--- src/rtl/cw_prog_pkg.sv ---
package cw_prog_pkg;
  localparam int IDX_W = 4;
  localparam int DATA_W = 4;
  localparam int BANK_W = 3;
  localparam int NUM_WORDS = 1 << IDX_W;
  localparam logic [IDX_W-1:0] GUARD_IDX = 4'd9;
  localparam int GUARD_BIT = 3;

  typedef enum logic [1:0] {ST_IDLE, ST_CMD, ST_WAIT} seqState_t;

  typedef struct packed {
    logic take;   // latch the request
    logic issue;  // command cycle on the bus
    logic hold;   // command or settle window
  } seqStrobe_t;

  // data bits of a word that affect clock timing
  function automatic logic [DATA_W-1:0] timingBits(input logic [IDX_W-1:0] idx);
    case (idx)
      4'd2:         timingBits = 4'b1000;
      4'd6:         timingBits = 4'b0010;
      4'd10, 4'd11: timingBits = 4'b0011;
      default:      timingBits = 4'b0000;
    endcase
  endfunction
endpackage

--- src/rtl/cw_prog_ctl.sv ---
module cw_prog_ctl
  import cw_prog_pkg::*;
#(
  parameter int MRD_CYCLES = 8,
  parameter int STAB_CYCLES = 4800
) (
  input  logic       clk,
  input  logic       rstN,
  input  logic       reqValid,
  input  logic       longWait,
  output logic       reqReady,
  output logic       busy,
  output seqStrobe_t strobe
);
  localparam int LONGEST = (STAB_CYCLES > MRD_CYCLES) ? STAB_CYCLES : MRD_CYCLES;
  localparam int CNT_W = $clog2(LONGEST + 1);

  seqState_t stateQ;
  logic [CNT_W-1:0] cntQ;

  always_ff @(posedge clk) begin
    if (!rstN) begin
      stateQ <= ST_IDLE;
      cntQ <= '0;
    end else begin
      case (stateQ)
        ST_IDLE: if (reqValid) stateQ <= ST_CMD;
        ST_CMD: begin
          cntQ <= longWait ? CNT_W'(STAB_CYCLES - 1) : CNT_W'(MRD_CYCLES - 1);
          stateQ <= ST_WAIT;
        end
        ST_WAIT: begin
          if (cntQ == '0) stateQ <= ST_IDLE;
          else cntQ <= cntQ - 1'b1;
        end
        default: stateQ <= ST_IDLE;
      endcase
    end
  end

  always_comb begin
    reqReady = (stateQ == ST_IDLE);
    busy = (stateQ != ST_IDLE);
    strobe.take = reqValid && (stateQ == ST_IDLE);
    strobe.issue = (stateQ == ST_CMD);
    strobe.hold = (stateQ != ST_IDLE);
  end
endmodule

--- src/rtl/cw_prog_dp.sv ---
module cw_prog_dp
  import cw_prog_pkg::*;
#(
  parameter int ADDR_W = 16,
  parameter int NUM_CS = 2,
  parameter int NUM_CKE = 2
) (
  input  logic               clk,
  input  logic               rstN,
  input  seqStrobe_t         strobe,
  input  logic [IDX_W-1:0]   reqIndex,
  input  logic [DATA_W-1:0]  reqData,
  input  logic [NUM_CKE-1:0] ckeIn,
  output logic               longWait,
  output logic [NUM_CS-1:0]  csN,
  output logic [ADDR_W-1:0]  addrOut,
  output logic [BANK_W-1:0]  bankOut,
  output logic               rasN,
  output logic               casN,
  output logic               weN,
  output logic               parOut,
  output logic [NUM_CKE-1:0] ckeOut
);
  logic [IDX_W-1:0] idxQ;
  logic [DATA_W-1:0] dataQ;
  logic [DATA_W-1:0] shadowQ [NUM_WORDS];
  logic guard;

  always_ff @(posedge clk) begin
    if (!rstN) begin
      idxQ <= '0;
      dataQ <= '0;
    end else if (strobe.take) begin
      idxQ <= reqIndex;
      dataQ <= reqData;
    end
  end

  always_ff @(posedge clk) begin
    for (int w = 0; w < NUM_WORDS; w++) begin
      if (!rstN) shadowQ[w] <= '0;
      else if (strobe.issue && idxQ == IDX_W'(w)) shadowQ[w] <= dataQ;
    end
  end

  assign longWait = |((dataQ ^ shadowQ[idxQ]) & timingBits(idxQ));
  assign guard = (idxQ == GUARD_IDX) && dataQ[GUARD_BIT];

  always_comb begin
    addrOut = '0;
    bankOut = '0;
    if (strobe.issue) begin
      addrOut[2:0] = idxQ[2:0];
      addrOut[3] = dataQ[0];
      addrOut[4] = dataQ[1];
      bankOut = {idxQ[3], dataQ[3], dataQ[2]};
    end
  end

  assign rasN = 1'b1;
  assign casN = 1'b1;
  assign weN = 1'b1;

  for (genvar i = 0; i < NUM_CS; i++) begin : gCs
    if (i < 2) begin : gPair
      assign csN[i] = !strobe.issue;
    end else begin : gIdle
      assign csN[i] = 1'b1;
    end
  end

  always_ff @(posedge clk) begin
    if (!rstN) parOut <= 1'b1;
    else parOut <= ^{addrOut, bankOut, rasN, casN, weN};
  end

  always_comb begin
    ckeOut = ckeIn;
    if (strobe.hold && guard && ckeIn == '0) ckeOut[0] = 1'b1;
  end
endmodule

--- src/rtl/cw_prog_seq.sv ---
module cw_prog_seq
  import cw_prog_pkg::*;
#(
  parameter int ADDR_W = 16,
  parameter int NUM_CS = 2,
  parameter int NUM_CKE = 2,
  parameter int MRD_CYCLES = 8,
  parameter int STAB_CYCLES = 4800
) (
  input  logic               clk,
  input  logic               rstN,
  input  logic               reqValid,
  output logic               reqReady,
  input  logic [3:0]         reqIndex,
  input  logic [3:0]         reqData,
  input  logic [NUM_CKE-1:0] ckeIn,
  output logic               busy,
  output logic [NUM_CS-1:0]  csN,
  output logic [ADDR_W-1:0]  addrOut,
  output logic [2:0]         bankOut,
  output logic               rasN,
  output logic               casN,
  output logic               weN,
  output logic               parOut,
  output logic [NUM_CKE-1:0] ckeOut
);
  seqStrobe_t strobe;
  logic longWait;

  cw_prog_ctl #(.MRD_CYCLES(MRD_CYCLES), .STAB_CYCLES(STAB_CYCLES)) uCtl (
    .clk(clk), .rstN(rstN), .reqValid(reqValid), .longWait(longWait),
    .reqReady(reqReady), .busy(busy), .strobe(strobe)
  );

  cw_prog_dp #(.ADDR_W(ADDR_W), .NUM_CS(NUM_CS), .NUM_CKE(NUM_CKE)) uDp (
    .clk(clk), .rstN(rstN), .strobe(strobe), .reqIndex(reqIndex),
    .reqData(reqData), .ckeIn(ckeIn), .longWait(longWait), .csN(csN),
    .addrOut(addrOut), .bankOut(bankOut), .rasN(rasN), .casN(casN),
    .weN(weN), .parOut(parOut), .ckeOut(ckeOut)
  );
endmodule

--- config.mk ---
export PLATFORM = sky130hd
export DESIGN_NAME = cw_prog_seq
export DESIGN_NICKNAME = d
export VERILOG_FILES = /design/src/rtl/cw_prog_pkg.sv /design/src/rtl/cw_prog_ctl.sv /design/src/rtl/cw_prog_dp.sv /design/src/rtl/cw_prog_seq.sv
export SDC_FILE = /design/constraint.sdc
export NUM_CORES = 1
export LEC_CHECK = 0
export ABC_AREA = 1
export BUFFER_PORTS_ARGS = -buffer_cell sky130_fd_sc_hd__buf_2
export CAP_MARGIN = 40
export CORE_MARGIN = 1
export CORE_UTILIZATION = 33
export DETAILED_ROUTE_END_ITERATION = 10
export SETUP_SLACK_MARGIN = 0.2
export SYNTH_ARGS = -nofsm -noshare
export SYNTH_HDL_FRONTEND = slang
export SYNTH_SLANG_ARGS = --single-unit
--- constraint.sdc ---
create_clock -name clk -period 3.3 [get_ports clk]
set_input_delay 0.33 -clock clk [delete_from_list [all_inputs] [get_ports clk]]
set_output_delay 0.33 -clock clk [all_outputs]
set_load 0.01 [all_outputs]
==> Word level (Yosys, flattened, before mapping) <==
Memories as Yosys holds them, arrays and structs flattened. A register that Yosys moved wholly into a read port is not among the register bits.
Cells that the tools add are included.
{ "op_classes": {"n_addsub": 1, "n_eq_ne": 20, "n_mux": 77, "n_bitwise": 18, "n_reduce_logical": 32} }
{ "ops": {"columns": ["cell", "count"], "rows": [
  ["$mux W4", 18],
  ["$mux W1", 50],
  ["$eq A4 B4 Y1 const B", 8],
  ["$mux W13", 2],
  ["$pmux W13 S2", 1],
  ["$reduce_xor A22 Y1", 1],
  ["$logic_and A1 B1 Y1", 20],
  ["$eq A4 B3 Y1 const B", 4],
  ["$or A1 B1 Y1", 16],
  ["$logic_not A13 Y1", 1],
  ["$sub A13 B1 Y13 const B", 1],
  ["$pmux W4 S3", 1],
  ["$eq A4 B2 Y1 const B", 2],
  ["$pmux W2 S3", 1],
  ["$mux W5", 1],
  ["$and A4 B4 Y4", 1],
  ["$eq A4 B1 Y1 const B", 1],
  ["$logic_not A2 Y1", 2],
  ["$logic_not A4 Y1", 1],
  ["$mux W2", 2],
  ["$ne A2 B2 Y1 const B", 2],
  ["$reduce_and A2 Y1", 2],
  ["$reduce_bool A2 Y1", 2],
  ["$reduce_or A4 Y1", 1],
  ["other kinds (7)", 7]
]} }
{ "word_totals": {"regBits": 24, "mem_bits_rw": 64, "output_inout_bits": 29, "word_cells": 154, "mem_count": 1} }
{ "memory_table": {"columns": ["memory", "depth", "word_bits", "rd", "rd_ports_with_merged_regs", "write_ports", "line", "source"], "rows": [
  ["uDp.shadowQ", 16, 4, 1, 1, 16, "cw_prog_dp.sv:26", "logic [DATA_W-1:0] shadowQ [NUM_WORDS];"]
]} }

==> Longest topological paths before layout <==
{ "depth": {"word_depth": 7, "ltp_mapped": 14, "mapped_depth_nobuf": 12} }

==> Modules after synthesis <==
Synthesis repeated with hierarchy kept, for this count alone.
{ "hier_totals": {"cells_unflattened": 561, "hier_area_um2": 4212.8} }
{ "modules_own_cells": {"columns": ["mod", "instances", "cells_per_inst", "area_each_um2", "seq_area_each_um2"], "rows": [
  ["cw_prog_dp", 1, 406, 3264.4, 1701.6],
  ["cw_prog_ctl", 1, 155, 948.4, 300.3]
]} }

==> Worst setup path after synthesis <==
Ideal clock, no wire load.
{ "synth_timing": {"path_type": "reg-to-output", "startpoint": "register uDp.idxQ[0]", "endpoint": "output port ckeOut[0]", "arrival_time_ns": 1.310, "required_ns": 2.970, "setup_slack_ns": 1.660, "path_stages_with_launch": 5, "n_path_buf": 0, "path_cell_list": "dfxtp_1 > inv_1 > nor2_1 > nand2_1 > o41ai_1"} }
{ "synth_between": {"elab_chain_cells": 5} }
{ "synth_lines": {"columns": ["element", "line", "source"], "rows": [
  ["start: declaration", "cw_prog_dp.sv:24", "logic [IDX_W-1:0] idxQ;"],
  ["start signal: assignment", "cw_prog_dp.sv:34", "idxQ <= reqIndex;"],
  ["$eq A4 B4 Y1", "cw_prog_dp.sv:47", "assign guard = (idxQ == GUARD_IDX) && dataQ[GUARD_BIT];"],
  ["$logic_and A1 B1 Y1", "cw_prog_dp.sv:47", null],
  ["$logic_and A1 B1 Y1 (2 in a row)", "cw_prog_dp.sv:79", "if (strobe.hold && guard && ckeIn == '0) ckeOut[0] = 1'b1;"],
  ["$mux W1", "cw_prog_dp.sv:79", null],
  ["end: declaration", "cw_prog_seq.sv:25", "output logic [NUM_CKE-1:0] ckeOut"]
]} }
Every way passes these cells.

==> Worst setup path in the final report <==
Same ends and word-level chain as after synthesis.

==> flow_metrics.py <==
metrics = {
    "status": {
        "status": "finished, final reports clean",
    },
    "sta": {
        "finalHoldViolations": 0,
        "rsz0062_at_grt": "false",
        "period_needed_ns": 2.375,
        "holdWs_ns": 0.2763,
        "setup-tns-final_ns": 0,
        "fmaxAchievable_mhz": 421.0,
        "report.final.slew_viol_count": 0,
        "setup_ws_ns": 0.9248,
        "setup_violations": 0,
        "fin_skew_ns": 0.006954,
        "worstMarginPinSlew_ns": 0.9505,
        "final.period_utilization_pct": 71.98,
        "relSlewSlack_pct": 36.63,
    },
    "floorplan": {
        "die_height_um": 112.8,
        "die_width_um": 112.8,
        "core_sq_um": 12010,
        "dieArea_sq_um": 12730,
        "ioPinCount": 42,
        "rows": 40,
        "start_util_pct": 33.75,
    },
    "placement": {
        "port_buffers": 27,
        "dpl.hpwl_um": 6603,
        "preCtsSetupSlack_ns": 1.037,
        "place_congestion": 0.8308,
        "dp_cells": 666,
    },
    "cells_and_area": {
        "num-nets-final": 545,
        "final_common_cell": "nand2_1",
        "syn_to_final_growth_pct": 12.04,
        "mostFrequentLayoutCells": "118 x nand2_1, 79 x nor2_1, 55 x nand3_1, 53 x inv_1, 48 x edfxtp_1",
        "antenna_cells": 0,
        "fillers": 1239,
        "final_cells": 682,
        "drive_gt1_share_pct": 11.78,
    },
    "clock_network": {
        "ctsResizeCount": 0,
        "cts_tree": "yes",
        "post-cts-setup-buffers": 0,
        "h-tree-depth": 3,
        "cts_buffer_depth": 2,
        "clock_latency_ns": 0.34,
        "path_clk_slew_ns": 0.06,
        "root_buffer": "clkbuf_16",
        "holdBufCountCts": 0,
        "cts_buffers": 9,
        "clkSinkCount": 76,
    },
    "synth": {
        "yosysWarnings": 0,
        "synthCells": 515,
        "synth_area_per_cell_sq_um": 7.872,
        "synth_area_sq_um": 4054,
        "ys_ff_latch": 76,
        "synthDistinctLibCells": 39,
        "ys_seq_area_share_pct": 49.38,
    },
    "worst_setup_path": {
        "worstSetupPathType": "reg2out",
        "critical_path_required_ns": 2.97,
        "critPathArrivalTime_ns": 2.05,
        "r2r_slack_ns": 1.06,
        "start_kind": "flip-flop",
        "crit_path_end_kind": "primary output",
        "crit_path_max_fanout": 8,
    },
    "global_route": {
        "grt-busiest-layer": "met2",
        "grt_use_met1_pct": 18.70,
        "grt_pass1_wl_um": 15100,
        "grt.overflow.total": 0,
        "grt_pass1_vias": 3113,
        "use_met3_pct": 3.696,
        "antenna_found_initial": 0,
        "use_met2_pct": 25.97,
        "grt_max_degree": 53,
        "track_usage_pct": 15.34,
    },
    "route": {
        "dr.pass1.iters": 4,
        "avgViaCountPerCell": 4.918,
        "post_drt_wl_per_cell_um": 13.62,
        "drt_iter0_drc": 188,
        "wl_um": 9291,
        "postRouteAntennaNets": 0,
        "routed-via-count": 3354,
        "post-route-drc-count": 0,
    },
    "pwr": {
        "ir_drop_uv": 311.4,
        "leakage_uw": 0.001928,
        "power.density_nw_per_um2": 583.8,
    },
    "job": {
        "max_cap_viol_count": 0,
    },
    "worst_hold_path": {
        "hold_class": "in2reg",
    },
}
==> where the power goes <==
group          internal (uW)  switching [uW]  total (uW)
combinational            128             296         425
sequential              1070            48.1        1120
clock                    728             383        1110
total                   1920             727        2650
==> per-layer routing <==
layer	vias to the layer above	wire length, um
li1	1672	-
met1	1573	4243
met2	97	4457
met3	12	471
met4	0	119
met5	-	0
==> stage by stage <==
stage / utilization [%] / total power [uW] / cell area (sq um)
global route: 37.81 / 2759 / 4542
finish: 37.81 / 2652 / 4542
CTS: 37.81 / 2671 / 4542
global placement: 34.95 / 1548 / 4198
detailed placement: 34.95 / 1557 / 4198
floorplan: - / 1468 / 4099
==> flip-flops by register name, indices dropped and copies added, names as in the netlist, named ones only <==
name         cells
uDp.shadowQ     48
uDp.parOut       1
uCtl.stateQ      2
uDp.idxQ         4
uDp.dataQ        4
uCtl.cntQ       13
==> synthesized netlist by cell type, drive strengths merged <==
cell	count	share of area, %
inv	58	5.4
clkbuf	11	1.0
clkinv	2	0.19
o22ai	2	0.31
nand4	5	0.93
a21oi	21	2.7
and2	1	0.15
o311a	2	0.49
edfxtp	48	36
conb	2	0.19
or2	1	0.15
a31oi	1	0.15
o211ai	1	0.19
buf	27	5.0
ha	2	0.62
xnor2	1	0.22
nor3	4	0.62
nor4	2	0.31
o41ai	1	0.22
nor2	86	8.9
xor2	5	1.1
a221oi	1	0.22
o21ai	28	3.5
nand2	120	11
nand3	55	6.8
dfxtp	28	14
==> worst max-delay path: stages (launching register included) <==
cell,delay (ns)
dfxtp_1,0.41
inv_1,0.11
nor2_1,0.52
nand2_1,0.20
o41ai_1,0.27
buf_2,0.18
==> final timing paths <==
kind / from / to / cells after the start
worst max register to register: uCtl.stateQ[0] / uDp.shadowQ[13][3] / 8
worst max-delay path: uDp.idxQ[0] / ckeOut[0] / 5
worst min-delay path: reqData[3] / uDp.dataQ[3] / 3
worst min register to register: uCtl.cntQ[11] / uCtl.cntQ[11] / 2
==> kinds of logic after synthesis <==
family,Yosys count,synth area share (%)
AOI/OAI and AO/OA,57,7.716
xor gates and xnor gates,6,1.296
adders and majority gates,2,0.6172
buffers and inverters,98,11.60
DFF,76,49.38
other,2,0.1853
and+or+nand+nor,274,29.20
==> final cells by class <==
type	instances	area [sq um]	share of cell area [%]
inverter	60	227.7	5.014
multi-input combinational	353	1627	35.81
clock buffer	11	264.0	5.813
tap	147	183.9	4.050
sequential	76	2002	44.08
timing repair buffer	30	157.7	3.471
clock inverter	5	80.08	1.763
Note: power is estimated with default switching activity, not from simulation.
